<file path="src/rtl/fbu_pkg.sv">
package fbu_pkg;

    localparam int INSTR_W = 16;
    localparam int OPC_W   = 7;
    localparam int IDX_W   = 3;
    localparam int NREG    = 1 << IDX_W;
    localparam int LOFF_W  = 9;
    localparam int SOFF_W  = 6;

    localparam logic [OPC_W-1:0] OPC_CALL  = 7'h05;
    localparam logic [OPC_W-1:0] OPC_PAIR  = 7'h06;
    localparam logic [3:0]       TAG_LONG  = 4'b1111;
    localparam logic [3:0]       TAG_SHORT = 4'b1110;

    typedef enum logic [2:0] {
        K_SEQ,
        K_BLONG,
        K_BSHORT,
        K_CALL,
        K_PAIR
    } kind_e;

endpackage

</file>
<file path="src/rtl/fbu_decode.sv">
module fbu_decode
    import fbu_pkg::*;
#(
    parameter int EXT_W = 18
) (
    input  logic [INSTR_W-1:0]    instr,
    output kind_e                 kind,
    output logic [IDX_W-1:0]      pred_idx,
    output logic [IDX_W-1:0]      ptr_idx,
    output logic [IDX_W-1:0]      pc_dst_idx,
    output logic signed [EXT_W-1:0] offset
);

    logic [3:0] tag;
    assign tag = instr[6:3];

    always_comb begin
        if (tag == TAG_LONG)             kind = K_BLONG;
        else if (tag == TAG_SHORT)       kind = K_BSHORT;
        else if (instr[6:0] == OPC_CALL) kind = K_CALL;
        else if (instr[6:0] == OPC_PAIR) kind = K_PAIR;
        else                             kind = K_SEQ;
    end

    assign pred_idx   = instr[2:0];
    assign ptr_idx    = instr[9:7];
    assign pc_dst_idx = instr[12:10];

    always_comb begin
        if (kind == K_BLONG)
            offset = {{(EXT_W-LOFF_W){instr[15]}}, instr[15:7]};
        else
            offset = {{(EXT_W-SOFF_W){instr[15]}}, instr[15:10]};
    end

endmodule

</file>
<file path="src/rtl/fbu_opsel.sv">
module fbu_opsel
    import fbu_pkg::*;
#(
    parameter int PTR_W = 16
) (
    input  logic [NREG-1:0]       pred_bits,
    input  logic [NREG*PTR_W-1:0] ptr_regs,
    input  logic [IDX_W-1:0]      pred_idx,
    input  logic [IDX_W-1:0]      ptr_idx,
    output logic                  pred_bit,
    output logic [PTR_W-1:0]      ptr_val
);

    logic [PTR_W-1:0] ptr_arr [NREG];

    for (genvar k = 0; k < NREG; k++) begin : g_unpack
        assign ptr_arr[k] = ptr_regs[k*PTR_W +: PTR_W];
    end

    assign pred_bit = pred_bits[pred_idx];
    assign ptr_val  = ptr_arr[ptr_idx];

endmodule

</file>
<file path="src/rtl/fbu_target.sv">
module fbu_target #(
    parameter int PC_W  = 16,
    parameter int EXT_W = PC_W + 2
) (
    input  logic [PC_W-1:0]         pc_cur,
    input  logic signed [EXT_W-1:0] offset,
    input  logic                    use_off,
    input  logic [PC_W-1:0]         fn_len,
    output logic [PC_W-1:0]         target,
    output logic                    out_of_range
);

    logic signed [EXT_W-1:0] pc_ext;
    logic signed [EXT_W-1:0] step;
    logic signed [EXT_W-1:0] sum;
    logic signed [EXT_W-1:0] len_ext;

    assign pc_ext  = $signed({{(EXT_W-PC_W){1'b0}}, pc_cur});
    assign len_ext = $signed({{(EXT_W-PC_W){1'b0}}, fn_len});
    assign step    = use_off ? offset : EXT_W'(1);
    assign sum     = pc_ext + step;

    assign target       = sum[PC_W-1:0];
    assign out_of_range = sum[EXT_W-1] || (sum >= len_ext);

endmodule

</file>
<file path="src/rtl/fn_branch_unit.sv">
module fn_branch_unit
    import fbu_pkg::*;
#(
    parameter int PTR_W = 16,
    parameter int PC_W  = 16
) (
    input  logic                  clk,
    input  logic                  rst_n,
    input  logic                  instr_valid,
    input  logic [INSTR_W-1:0]    instr,
    input  logic [NREG-1:0]       pred_bits,
    input  logic [NREG*PTR_W-1:0] ptr_regs,
    input  logic [PC_W-1:0]       fn_len,
    output logic [PTR_W-1:0]      fi,
    output logic [PC_W-1:0]       pc,
    output logic                  fault,
    output logic                  side_valid,
    output logic [PTR_W-1:0]      side_ptr,
    output logic                  pair_valid,
    output logic [IDX_W-1:0]      pair_fi_dst,
    output logic [IDX_W-1:0]      pair_pc_dst,
    output logic [PTR_W-1:0]      pair_fi_val,
    output logic [PTR_W-1:0]      pair_pc_val
);

    localparam int EXT_W = PC_W + 2;

    typedef struct packed {
        logic [PTR_W-1:0] fi;
        logic [PC_W-1:0]  pc;
        logic             fault;
    } state_t;

    state_t st_q, st_d;

    kind_e                   kind;
    logic [IDX_W-1:0]        pred_idx, ptr_idx, pc_dst_idx;
    logic signed [EXT_W-1:0] offset;
    logic                    pred_bit;
    logic [PTR_W-1:0]        ptr_val;
    logic                    use_off;
    logic [PC_W-1:0]         target;
    logic                    oor;

    fbu_decode #(.EXT_W(EXT_W)) u_dec (
        .instr      (instr),
        .kind       (kind),
        .pred_idx   (pred_idx),
        .ptr_idx    (ptr_idx),
        .pc_dst_idx (pc_dst_idx),
        .offset     (offset)
    );

    fbu_opsel #(.PTR_W(PTR_W)) u_sel (
        .pred_bits (pred_bits),
        .ptr_regs  (ptr_regs),
        .pred_idx  (pred_idx),
        .ptr_idx   (ptr_idx),
        .pred_bit  (pred_bit),
        .ptr_val   (ptr_val)
    );

    assign use_off = instr_valid && pred_bit &&
                     (kind == K_BLONG || kind == K_BSHORT);

    fbu_target #(.PC_W(PC_W), .EXT_W(EXT_W)) u_tgt (
        .pc_cur       (st_q.pc),
        .offset       (offset),
        .use_off      (use_off),
        .fn_len       (fn_len),
        .target       (target),
        .out_of_range (oor)
    );

    always_comb begin
        logic bound;
        st_d       = st_q;
        st_d.fault = 1'b0;
        bound      = 1'b0;
        if (instr_valid) begin
            unique case (kind)
                K_CALL: begin
                    st_d.fi = ptr_val;
                    st_d.pc = '0;
                end
                default: bound = 1'b1;
            endcase
        end
        if (bound) begin
            if (oor) st_d.fault = 1'b1;
            else     st_d.pc    = target;
        end
    end

    always_ff @(posedge clk or negedge rst_n) begin
        if (!rst_n) st_q <= '0;
        else        st_q <= st_d;
    end

    assign fi          = st_q.fi;
    assign pc          = st_q.pc;
    assign fault       = st_q.fault;
    assign side_valid  = instr_valid && (kind == K_BSHORT);
    assign side_ptr    = ptr_val;
    assign pair_valid  = instr_valid && (kind == K_PAIR);
    assign pair_fi_dst = ptr_idx;
    assign pair_pc_dst = pc_dst_idx;
    assign pair_fi_val = st_q.fi;
    assign pair_pc_val = PTR_W'(st_q.pc);


    fault_hold_chk: assert property (@(posedge clk) disable iff (!rst_n)
        fault |-> (pc == $past(pc) && fi == $past(fi)));


    call_entry_chk: assert property (@(posedge clk) disable iff (!rst_n)
        (instr_valid && kind == K_CALL) |=> (pc == '0 && !fault));


    idle_hold_chk: assert property (@(posedge clk) disable iff (!rst_n)
        !instr_valid |=> ($stable(pc) && $stable(fi) && !fault));


    seq_step_chk: assert property (@(posedge clk) disable iff (!rst_n)
        (instr_valid && kind == K_SEQ && !oor) |=> (pc == $past(pc) + PC_W'(1)));


    side_pair_excl_chk: assert property (@(posedge clk) disable iff (!rst_n)
        !(side_valid && pair_valid));

endmodule

</file>
<file path="config.mk">
export PLATFORM = sky130hd
export DESIGN_NAME = fn_branch_unit
export DESIGN_NICKNAME = d
export VERILOG_FILES = /design/src/rtl/fbu_pkg.sv /design/src/rtl/fbu_decode.sv /design/src/rtl/fbu_opsel.sv /design/src/rtl/fbu_target.sv /design/src/rtl/fn_branch_unit.sv
export SDC_FILE = /design/constraint.sdc
export NUM_CORES = 1
export LEC_CHECK = 0
export CORE_AREA = 2 2 100 102
export DETAILED_ROUTE_END_ITERATION = 6
export DIE_AREA = 0 0 102 104
export DONT_BUFFER_PORTS = 1
export GPL_TIMING_DRIVEN = 0
export PLACE_DENSITY_LB_ADDON = 0.25
export SYNTH_ARGS = -nofsm -noshare
export SYNTH_HDL_FRONTEND = slang
export SYNTH_HIERARCHICAL = 1
export SYNTH_SLANG_ARGS = --single-unit
</file>
<file path="constraint.sdc">
create_clock -name clk -period 4.5 [get_ports clk]
set_clock_uncertainty 0.05 [all_clocks]
set_input_delay 0.45 -clock clk [delete_from_list [all_inputs] [get_ports clk]]
set_output_delay 0.45 -clock clk [all_outputs]
set_load 0.02 [all_outputs]
</file>
== Word-level counts from Yosys, hierarchy flattened ==
Cells that the tools add are included.
Storage, ports and cells
  register bits after elaboration: 33
  latch bits: 0
  RAM bits: 0
  memory bits (read-only): 0
  bits of input ports: 171
  output and inout bits: 89
  word-level logic and storage cells: 41
  memories kept: 0
Operators by class
  add/sub/neg operators: 1
  $mul: 0
  divide/modulo/power cells: 0
  order comparisons: 3
  equal/unequal tests: 8
  shift operators: 0
  mux-type cells: 18
  bitwise gates (word level): 1
  reduce and logical (&&, ||, !) cells: 7
Operators by type and width (number)
  16-bit two-way mux: 5
  16-bit binary-select mux with 3-bit select: 1
  17-bit by 18-bit adder with 18-bit output: 1
  18-bit by 17-bit >= comparator with 1-bit output: 1
  18-bit two-way mux: 1
  17-bit two-way mux: 1
  7-bit by 3-bit equality test with 1-bit output, second input constant: 2
  3-bit two-way mux: 4
  4-bit equality test, second input constant: 2
  8-bit two-way mux: 1
  3-bit by 2-bit equality test with 1-bit output, second input constant: 2
  4-bit >= comparator, second input constant: 1
  1-bit logical AND: 4
  3-bit by 4-bit < comparator with 1-bit output, second input constant: 1
  1-bit two-way mux: 4
  3-bit NOT with 4-bit output: 1
  1-bit binary-select mux with 3-bit select: 1
  3-bit by 1-bit equality test with 1-bit output, second input constant: 1
  3-bit equality test, second input constant: 1
  1-bit logical OR: 2
  2-bit AND reduction: 1

== Depth between registers and ports, before layout ==
Gate-level depths: netlist (run 1).
  depth after elaboration: 14
  mapped depth: 25
  gate-level depth less buffers: 22

== By module ==
The synthesis (run 1) kept the hierarchy.
By module, submodules not included
  fn_branch_unit: instances 1, cells each 148, area each 1652.8 sq um, seq. area each 825.8 sq um
  fbu_target: instances 1, cells each 178, area each 1305.0 sq um, seq. area each 0.0 sq um
  fbu_opsel: instances 1, cells each 60, area each 1127.3 sq um, seq. area each 0.0 sq um
  fbu_decode: instances 1, cells each 35, area each 302.8 sq um, seq. area each 0.0 sq um

== Worst setup path after synthesis (run 1) ==
No wires, ideal clock.
  path type: input to register
  start: in instr[5]
  end: reg st_q (netlist bit pair_pc_val[10])
  library setup time: 120 ps
  arrival: 5251 ps
  data required time: 4330 ps
  slack: -921 ps
  stages on the path: 24
  path buffers: 3
  cells stage by stage: or3_1 -> o21ai_1 -> xor2_1 -> and3_1 -> clkbuf_1 -> and2_1 -> ha_1 -> a21o_1 -> a21oi_1 -> nand2_1 -> a21o_1 -> a21oi_1 -> xnor2_1 -> ha_1 -> and4_1 -> a221o_1 -> nand2_1 -> a41oi_1 -> or4_1 -> or2b_1 -> clkbuf_2 -> clkbuf_1 -> nand2_1 -> a21oi_1
RTL lines
  start: declaration: line fn_branch_unit.sv:10  | input logic [INSTR_W-1:0] instr,
  end signal: assignment: line fn_branch_unit.sv:97  | else st_q <= st_d;
  end: declaration: line fn_branch_unit.sv:34  | state_t st_q, st_d;

==> results.py, run 1 <==
metrics = {
    "floorplanning": {
        "floorplan.initialDensity_pct": 45.95,
        "die_y_um": 104,
        "die_area_um2": 10610,
        "die-width_um": 102,
        "rows": 36,
        "core_area_um2": 9549,
        "num_io_pins": 260,
    },
    "setup_path": {
        "cp_slowest_cell": "or4_4",
        "end_kind": "register",
        "reg2reg_to": "pair_pc_val[5]$_DFF_PN0_",
        "max_stage_delay_ns": 0.55,
        "crit_cells": 22,
        "criticalPathCategory": "in2reg",
        "crit_family": "simple AND/OR/NAND/NOR gates",
        "cp-endpoint": "pair_pc_val[5]$_DFF_PN0_",
        "worstPathRequired_ns": 4.63,
        "reg2reg_from": "pair_pc_val[0]$_DFF_PN0_",
        "cp-start-kind": "input port",
        "reg2reg_setup_slack_ns": 0.25,
        "path_cells": "buf_8 > mux4_2 > mux2_4 > and3_4 > buf_8 > buf_6 > and2_1 > ha_4 > o211ai_1 > o211a_1 > o21bai_4 > xnor2_2 > ha_1 > and4_1 > a221o_1 > nand2_1 > a41oi_2 > or4_4 > or2b_4 > clkbuf_16 > nand2_2 > a21oi_2",
        "cp_common_cell": "buf_8",
        "reg2regPathDepth": 15,
        "cp_data_arrival_time_ns": 5.12,
        "crit_start": "instr[0]",
        "path_buf_inv": 4,
        "cp_max_fo": 6,
    },
    "finish": {
        "area.growth.synth_to_final_pct": 21.81,
        "final_common_cell": "buf_4",
        "nNetsFinal": 655,
        "layout-drive-gt1-share_pct": 48.01,
        "final_cell_mix": "buf_4, dfrtp_1, nand2_1",
        "final_cell_area_um2": 5345,
        "fin_cells": 595,
        "finish.utilization_pct": 55.97,
        "fill_cells": 857,
    },
    "synth": {
        "syn_nets": 625,
        "async_flop_share_pct": 100.0,
        "yosys.cell_types.count": 59,
        "ys.warnings.count": 6,
        "ys_ff_latch": 33,
        "synth_area_leaders": "dfrtp_1, mux4_1, ha_1",
        "ys_seq_area_share_pct": 18.82,
        "postSynthCellCount": 421,
        "synth_area_um2": 4388,
        "synth_flop_cell": "dfrtp_1",
        "syn_avg_cell_area_um2": 10.42,
        "synth_top_area_cell": "dfrtp_1",
        "synth_edf_count": 0,
        "synth_top_cell_area_share_pct": 18.82,
    },
    "timing": {
        "hold_violations": 0,
        "grt_setup_unrepaired": "yes",
        "layout_setup_ws_ns": -0.4858,
        "fin_hold_ws_ns": 0.2506,
        "worst_slew_pin_slew_ns": 0.6852,
        "fmax_mhz": 200.6,
        "max-slew-margin-rel_pct": 53.97,
        "setup_viol": 16,
        "setup_tns_ns": -7.243,
        "maxSlewViolCount": 0,
        "period_minus_slack_ns": 4.986,
        "fin_crit_sh_pct": 110.8,
    },
    "clocking": {
        "numCtsBuffers": 5,
        "clk_latency_ns": 0.29,
        "clock-root-buffer": "clkbuf_8",
        "htreeDepth": 2,
        "clockBufferDepth": 2,
        "cts_tree": "built",
        "clk_pin_slew_ns": 0.08,
        "clock_sinks": 33,
    },
    "detailed_routing": {
        "route.vias.total": 3549,
        "dr.pass1.iters": 4,
        "route.detailed.drc": 0,
        "wl_mm": 15.29,
        "via_per_inst": 5.965,
        "avgRoutedWirePerCell_um": 25.69,
        "drtAntennaViolNets": 0,
        "drt_iter0_drc": 264,
    },
    "global_routing": {
        "grt_start_max_net_pins": 34,
        "overflow": 0,
        "grt_pass1_vias": 3482,
        "antenna_found_initial": 14,
        "grt_use_total_pct": 28.11,
        "grt_pass1_wl_mm": 21.62,
    },
    "placement": {
        "post_dp_cell_area_um2": 4706,
        "port_buffers": 0,
        "dpl_worst_slack_ns": -1.154,
        "gp_congestion": 0.9024,
        "post-dp-hpwl_mm": 12.39,
        "place_inst": 554,
    },
    "status": {
        "status": "complete, but fails checks",
        "failed_checks": "negative setup slack",
    },
    "run": {
        "cap_violations": 0,
    },
    "min_path": {
        "hold_path.class": "in2reg",
    },
    "power_and_ir_drop": {
        "leakage_nw": 2.434,
        "finalPower_mw": 2.044,
        "power_density_nw_per_um2": 382.5,
        "max-vdd-ir-drop_v": 0.0001892,
    },
}
==> timing repair <==
item / 4_1_cts / 5_1_grt
hold buffers: 2 / 0
pin swaps: 42 / 27
gates resized for setup: 53 / 25
cloned: 2 / 0
setup buffers: 16 / 4
endpoints found under the hold margin: 33 / 0
endpoints found under the setup margin: 17 / 17
==> metal layers <==
metal  global-route usage [%]  part of all wire [%]
met3                    12.30                    11
met1                    37.48                    43
met2                    43.19                    46
met4                    4.381                  0.65
met5                        0                  0.16
==> cell families after synthesis <==
logic type               after synthesis  synth area share [%]
AO/OA/AOI/OAI                         76                 11.15
XOR/XNOR                              14                 2.794
adder cells (fa/ha/maj)               33                 9.581
buffers and inverters                 90                 13.83
flip-flops                            33                 18.82
multiplexers                          75                 31.48
AND/OR/NAND/NOR                      100                 12.35
==> worst reg2reg max path, delay by kind of cell (launching register included) <==
family / cells / cell delay, ns
AO/OA/AOI/OAI: 5 / 0.90
XOR/XNOR: 1 / 0.36
adder cells (fa/ha/maj): 3 / 0.94
buffers and inverters: 1 / 0.18
flip-flops: 1 / 0.49
AND/OR/NAND/NOR: 5 / 1.24
==> registers in the layout, indices dropped and copies added, names as in the netlist <==
name	flops
fi	16
pair_pc_val	16
fault	1
==> layout make-up <==
class	instances	area [um2]	share of cell area (%)
multi-input combinational	298	3349	62.66
sequential	33	825.8	15.45
buffer	69	586.8	10.98
timing repair buffer	24	230.2	4.307
tap	133	166.4	3.113
inverter	20	75.07	1.404
clock buffer	5	68.82	1.287
antenna	10	25.02	0.4682
clock inverter	3	17.52	0.3277
==> how the worst min path moves through the flow <==
stage	start	slack, ns	to	depth (start not counted)
after floorplan	rst_n	0.10	fault$_DFF_PN0_	0
after global placement	rst_n	0.11	pair_pc_val[13]$_DFF_PN0_	0
after detailed placement	rst_n	0.11	pair_pc_val[13]$_DFF_PN0_	0
after CTS	instr_valid	0.25	fault$_DFF_PN0_	1
after global routing	instr_valid	0.25	fault$_DFF_PN0_	1
final	instr_valid	0.25	fault$_DFF_PN0_	1
==> cells in the mapped netlist, types with 3 or more instances <==
| cell type | count |
|---|---|
| clkbuf_2 | 3 |
| and2_1 | 15 |
| xor2_1 | 7 |
| nor2b_1 | 3 |
| clkbuf_1 | 3 |
| a31oi_1 | 3 |
| mux2_2 | 28 |
| buf_4 | 52 |
| or3_1 | 3 |
| xnor2_1 | 7 |
| o211a_1 | 4 |
| a21o_1 | 5 |
| mux4_2 | 6 |
| o21a_1 | 3 |
| buf_1 | 3 |
| o21ai_0 | 8 |
| inv_1 | 20 |
| dfrtp_1 | 33 |
| mux4_1 | 28 |
| and3_1 | 3 |
| nor2_1 | 8 |
| buf_6 | 7 |
| a21oi_1 | 36 |
| nand2_1 | 43 |
| nand3_1 | 5 |
| ha_1 | 32 |
| mux2_4 | 13 |
==> where the power goes <==
group | internal (mW) | leakage [nW] | switching, mW | total, mW
clock | 0.107 | 0.0440 | 0.129 | 0.236
combinational | 0.586 | 1.95 | 0.631 | 1.22
sequential | 0.368 | 0.444 | 0.224 | 0.592
Note: power is estimated with default switching activity, not from simulation.
==> inputs of run 2 (changes only) <==
--- a/config.mk
+++ b/config.mk
@@ -11,6 +11,7 @@
 export DONT_BUFFER_PORTS = 1
 export GPL_TIMING_DRIVEN = 0
 export PLACE_DENSITY_LB_ADDON = 0.25
+export REMOVE_ABC_BUFFERS = 1
 export SYNTH_ARGS = -nofsm -noshare
 export SYNTH_HDL_FRONTEND = slang
 export SYNTH_HIERARCHICAL = 1
==> run 2 against run 1 <==
  * The flow still finishes with violations (negative setup slack)
  * Worst hold slack about the same
  * Sequential power increased by 13%
  * Final cell count decreased by 13%
  * Fmax increased by 2.5%
  * Highest routed layer unchanged
  * First-iteration DRC count decreased by 44%
  * Wire length decreased by 16%
  * Die area unchanged
  * Global-route usage decreased by 4.4 points
  * Sequential cell count unchanged
  * Power decreased by 10%
==> results.py, run 2 (synthesized netlist as in run 1, its figures left out) <==
metrics = {
    "detailed_routing": {
        "route.vias.total": 3269,
        "route.detailed.drc": 0,
        "dr.pass1.iters": 4,
        "wl_mm": 12.88,
        "drt_iter0_drc": 148,
        "drtAntennaViolNets": 0,
        "via_per_inst": 6.299,
        "avgRoutedWirePerCell_um": 24.82,
    },
    "floorplanning": {
        "die_y_um": 104,
        "rows": 36,
        "die-width_um": 102,
        "die_area_um2": 10610,
        "num_io_pins": 260,
        "core_area_um2": 9549,
        "floorplan.initialDensity_pct": 45.95,
    },
    "placement": {
        "place_inst": 484,
        "gp_congestion": 0.8291,
        "dpl_worst_slack_ns": -2.424,
        "post-dp-hpwl_mm": 9.399,
        "port_buffers": 0,
    },
    "power_and_ir_drop": {
        "comb_power_share_pct": 47.1,
        "sequentialPowerShare_pct": 36.5,
        "power_frac_clock_pct": 16.4,
        "power_density_nw_per_um2": 393.6,
        "internal_power_uw": 970.2,
        "max-vdd-ir-drop_v": 0.0001214,
        "swShare_pct": 47.26,
        "leakage_nw": 2.057,
        "switchingPower_uw": 869.3,
    },
    "clocking": {
        "clock_sinks": 33,
        "cts_tree": "built",
        "clk_latency_ns": 0.29,
        "clock-root-buffer": "clkbuf_8",
        "clk_pin_slew_ns": 0.07,
        "htreeDepth": 2,
        "numCtsBuffers": 5,
        "clockBufferDepth": 2,
    },
    "finish": {
        "layout-drive-gt1-share_pct": 35.77,
        "final_cell_mix": "nand2_1, dfrtp_1, mux4_1",
        "fin_cells": 519,
        "fill_cells": 856,
        "area.growth.synth_to_final_pct": 6.501,
        "nNetsFinal": 586,
    },
    "timing": {
        "hold_violations": 0,
        "fin_crit_sh_pct": 108.1,
        "maxSlewViolCount": 0,
        "period_minus_slack_ns": 4.866,
        "setup_tns_ns": -5.595,
        "fin_hold_ws_ns": 0.2503,
        "grt_setup_unrepaired": "yes",
        "layout_setup_ws_ns": -0.3661,
        "max-slew-margin-rel_pct": 56.92,
        "fmax_mhz": 205.5,
        "setup_viol": 16,
        "worst_slew_pin_slew_ns": 0.6412,
    },
    "setup_path": {
        "cp_max_fo": 8,
        "cp-start-kind": "input port",
        "cp_data_arrival_time_ns": 4.97,
        "criticalPathCategory": "in2reg",
        "end_kind": "register",
        "worstPathRequired_ns": 4.60,
    },
    "global_routing": {
        "overflow": 0,
        "grt_start_max_net_pins": 35,
        "grt_use_total_pct": 23.72,
        "grt_pass1_wl_mm": 19.45,
        "antenna_found_initial": 3,
        "grt_pass1_vias": 3464,
    },
    "status": {
        "status": "complete, but fails checks",
        "failed_checks": "negative setup slack",
    },
    "run": {
        "cap_violations": 0,
    },
    "min_path": {
        "hold_path.class": "in2reg",
    },
}
run 2: cell count changes in the layout (fill, tap and decap cells not counted), moves of 5 or more:
cell / previous run / this run
buf_4: 69 / 18
a21oi_1: 20 / 27
buf_6: 9 / 2
diode_2: 10 / 3
a21oi_2: 14 / 9
buf_8: 5 / 0
run 2: final cells by class:
| cell class | instances | area (um2) | share of cell area (%) |
|---|---|---|---|
| multi-input cells | 299 | 3274 | 70.07 |
| clock inverters | 1 | 30.03 | 0.6426 |
| repair buffers | 23 | 207.7 | 4.444 |
| well taps | 133 | 166.4 | 3.561 |
| inverters | 20 | 75.07 | 1.606 |
| diodes | 3 | 7.507 | 0.1606 |
| flip-flops and latches | 33 | 825.8 | 17.67 |
| clock buffers | 7 | 86.33 | 1.847 |
run 2: metal layers:
| metal | up-vias | routed length [um] | track usage [%] |
|---|---|---|---|
| li1 | 1451 | - | - |
| met1 | 1650 | 4904 | 28.43 |
| met2 | 155 | 6809 | 42.72 |
| met3 | 11 | 1090 | 7.527 |
| met4 | 2 | 65 | 2.095 |
| met5 | - | 13 | 0 |
run 2: repair_timing:
item / in CTS / in global routing
hold buffers: 2 / 0
pin swaps: 43 / 5
gates resized for setup: 58 / 13
hold endpoints to repair: 33 / 0
endpoints found under the setup margin: 17 / 17
buffers inserted: 16 / 5
gates cloned: 1 / 0
run 2: worst max-delay path, stage by stage:
cell      delay, ns
mux4_2         0.47
mux2_4         0.28
and3_4         0.20
buf_6          0.14
and2_4         0.17
fa_2           0.40
a211oi_2       0.24
o211a_1        0.21
o21bai_4       0.16
o221ai_2       0.14
a211oi_2       0.21
nor2_2         0.07
ha_1           0.29
and4_1         0.23
nand4_1        0.11
a41oi_2        0.13
or4_4          0.55
or2b_4         0.35
nand2_1        0.09
a21oi_1        0.07
run 2: power by group through the flow:
stage	clock, mW	combinational (mW)	sequential (mW)
finish	0.302	0.866	0.671
global route	0.324	0.952	0.692
CTS	0.310	0.813	0.671
detailed placement	0	0.667	0.666
global placement	0	0.652	0.664
floorplan	0	0.540	0.631
run 2: stage by stage:
| stage | util, % | area, um2 | power, mW |
|---|---|---|---|
| after global routing | 48.89 | 4668 | 1.968 |
| after global placement | 42.13 | 4023 | 1.316 |
| after floorplan | - | 3856 | 1.171 |
| after detailed placement | 42.13 | 4023 | 1.333 |
| after CTS | 47.90 | 4574 | 1.794 |
| final | 48.94 | 4673 | 1.840 |
run 2: path summary, 6_finish.rpt:
kind	start	endpoint	slack (ns)	cells after the start
setup / recovery	instr[0]	pair_pc_val[1]$_DFF_PN0_	-0.37	20
hold / removal	instr_valid	fault$_DFF_PN0_	0.25	1
setup reg to reg	pair_pc_val[0]$_DFF_PN0_	pair_pc_val[1]$_DFF_PN0_	0.23	16
hold reg to reg	pair_pc_val[12]$_DFF_PN0_	pair_pc_val[12]$_DFF_PN0_	0.71	2
max in group asynchronous	rst_n	pair_pc_val[8]$_DFF_PN0_	3.63	2
min in group asynchronous	rst_n	pair_pc_val[13]$_DFF_PN0_	0.56	2
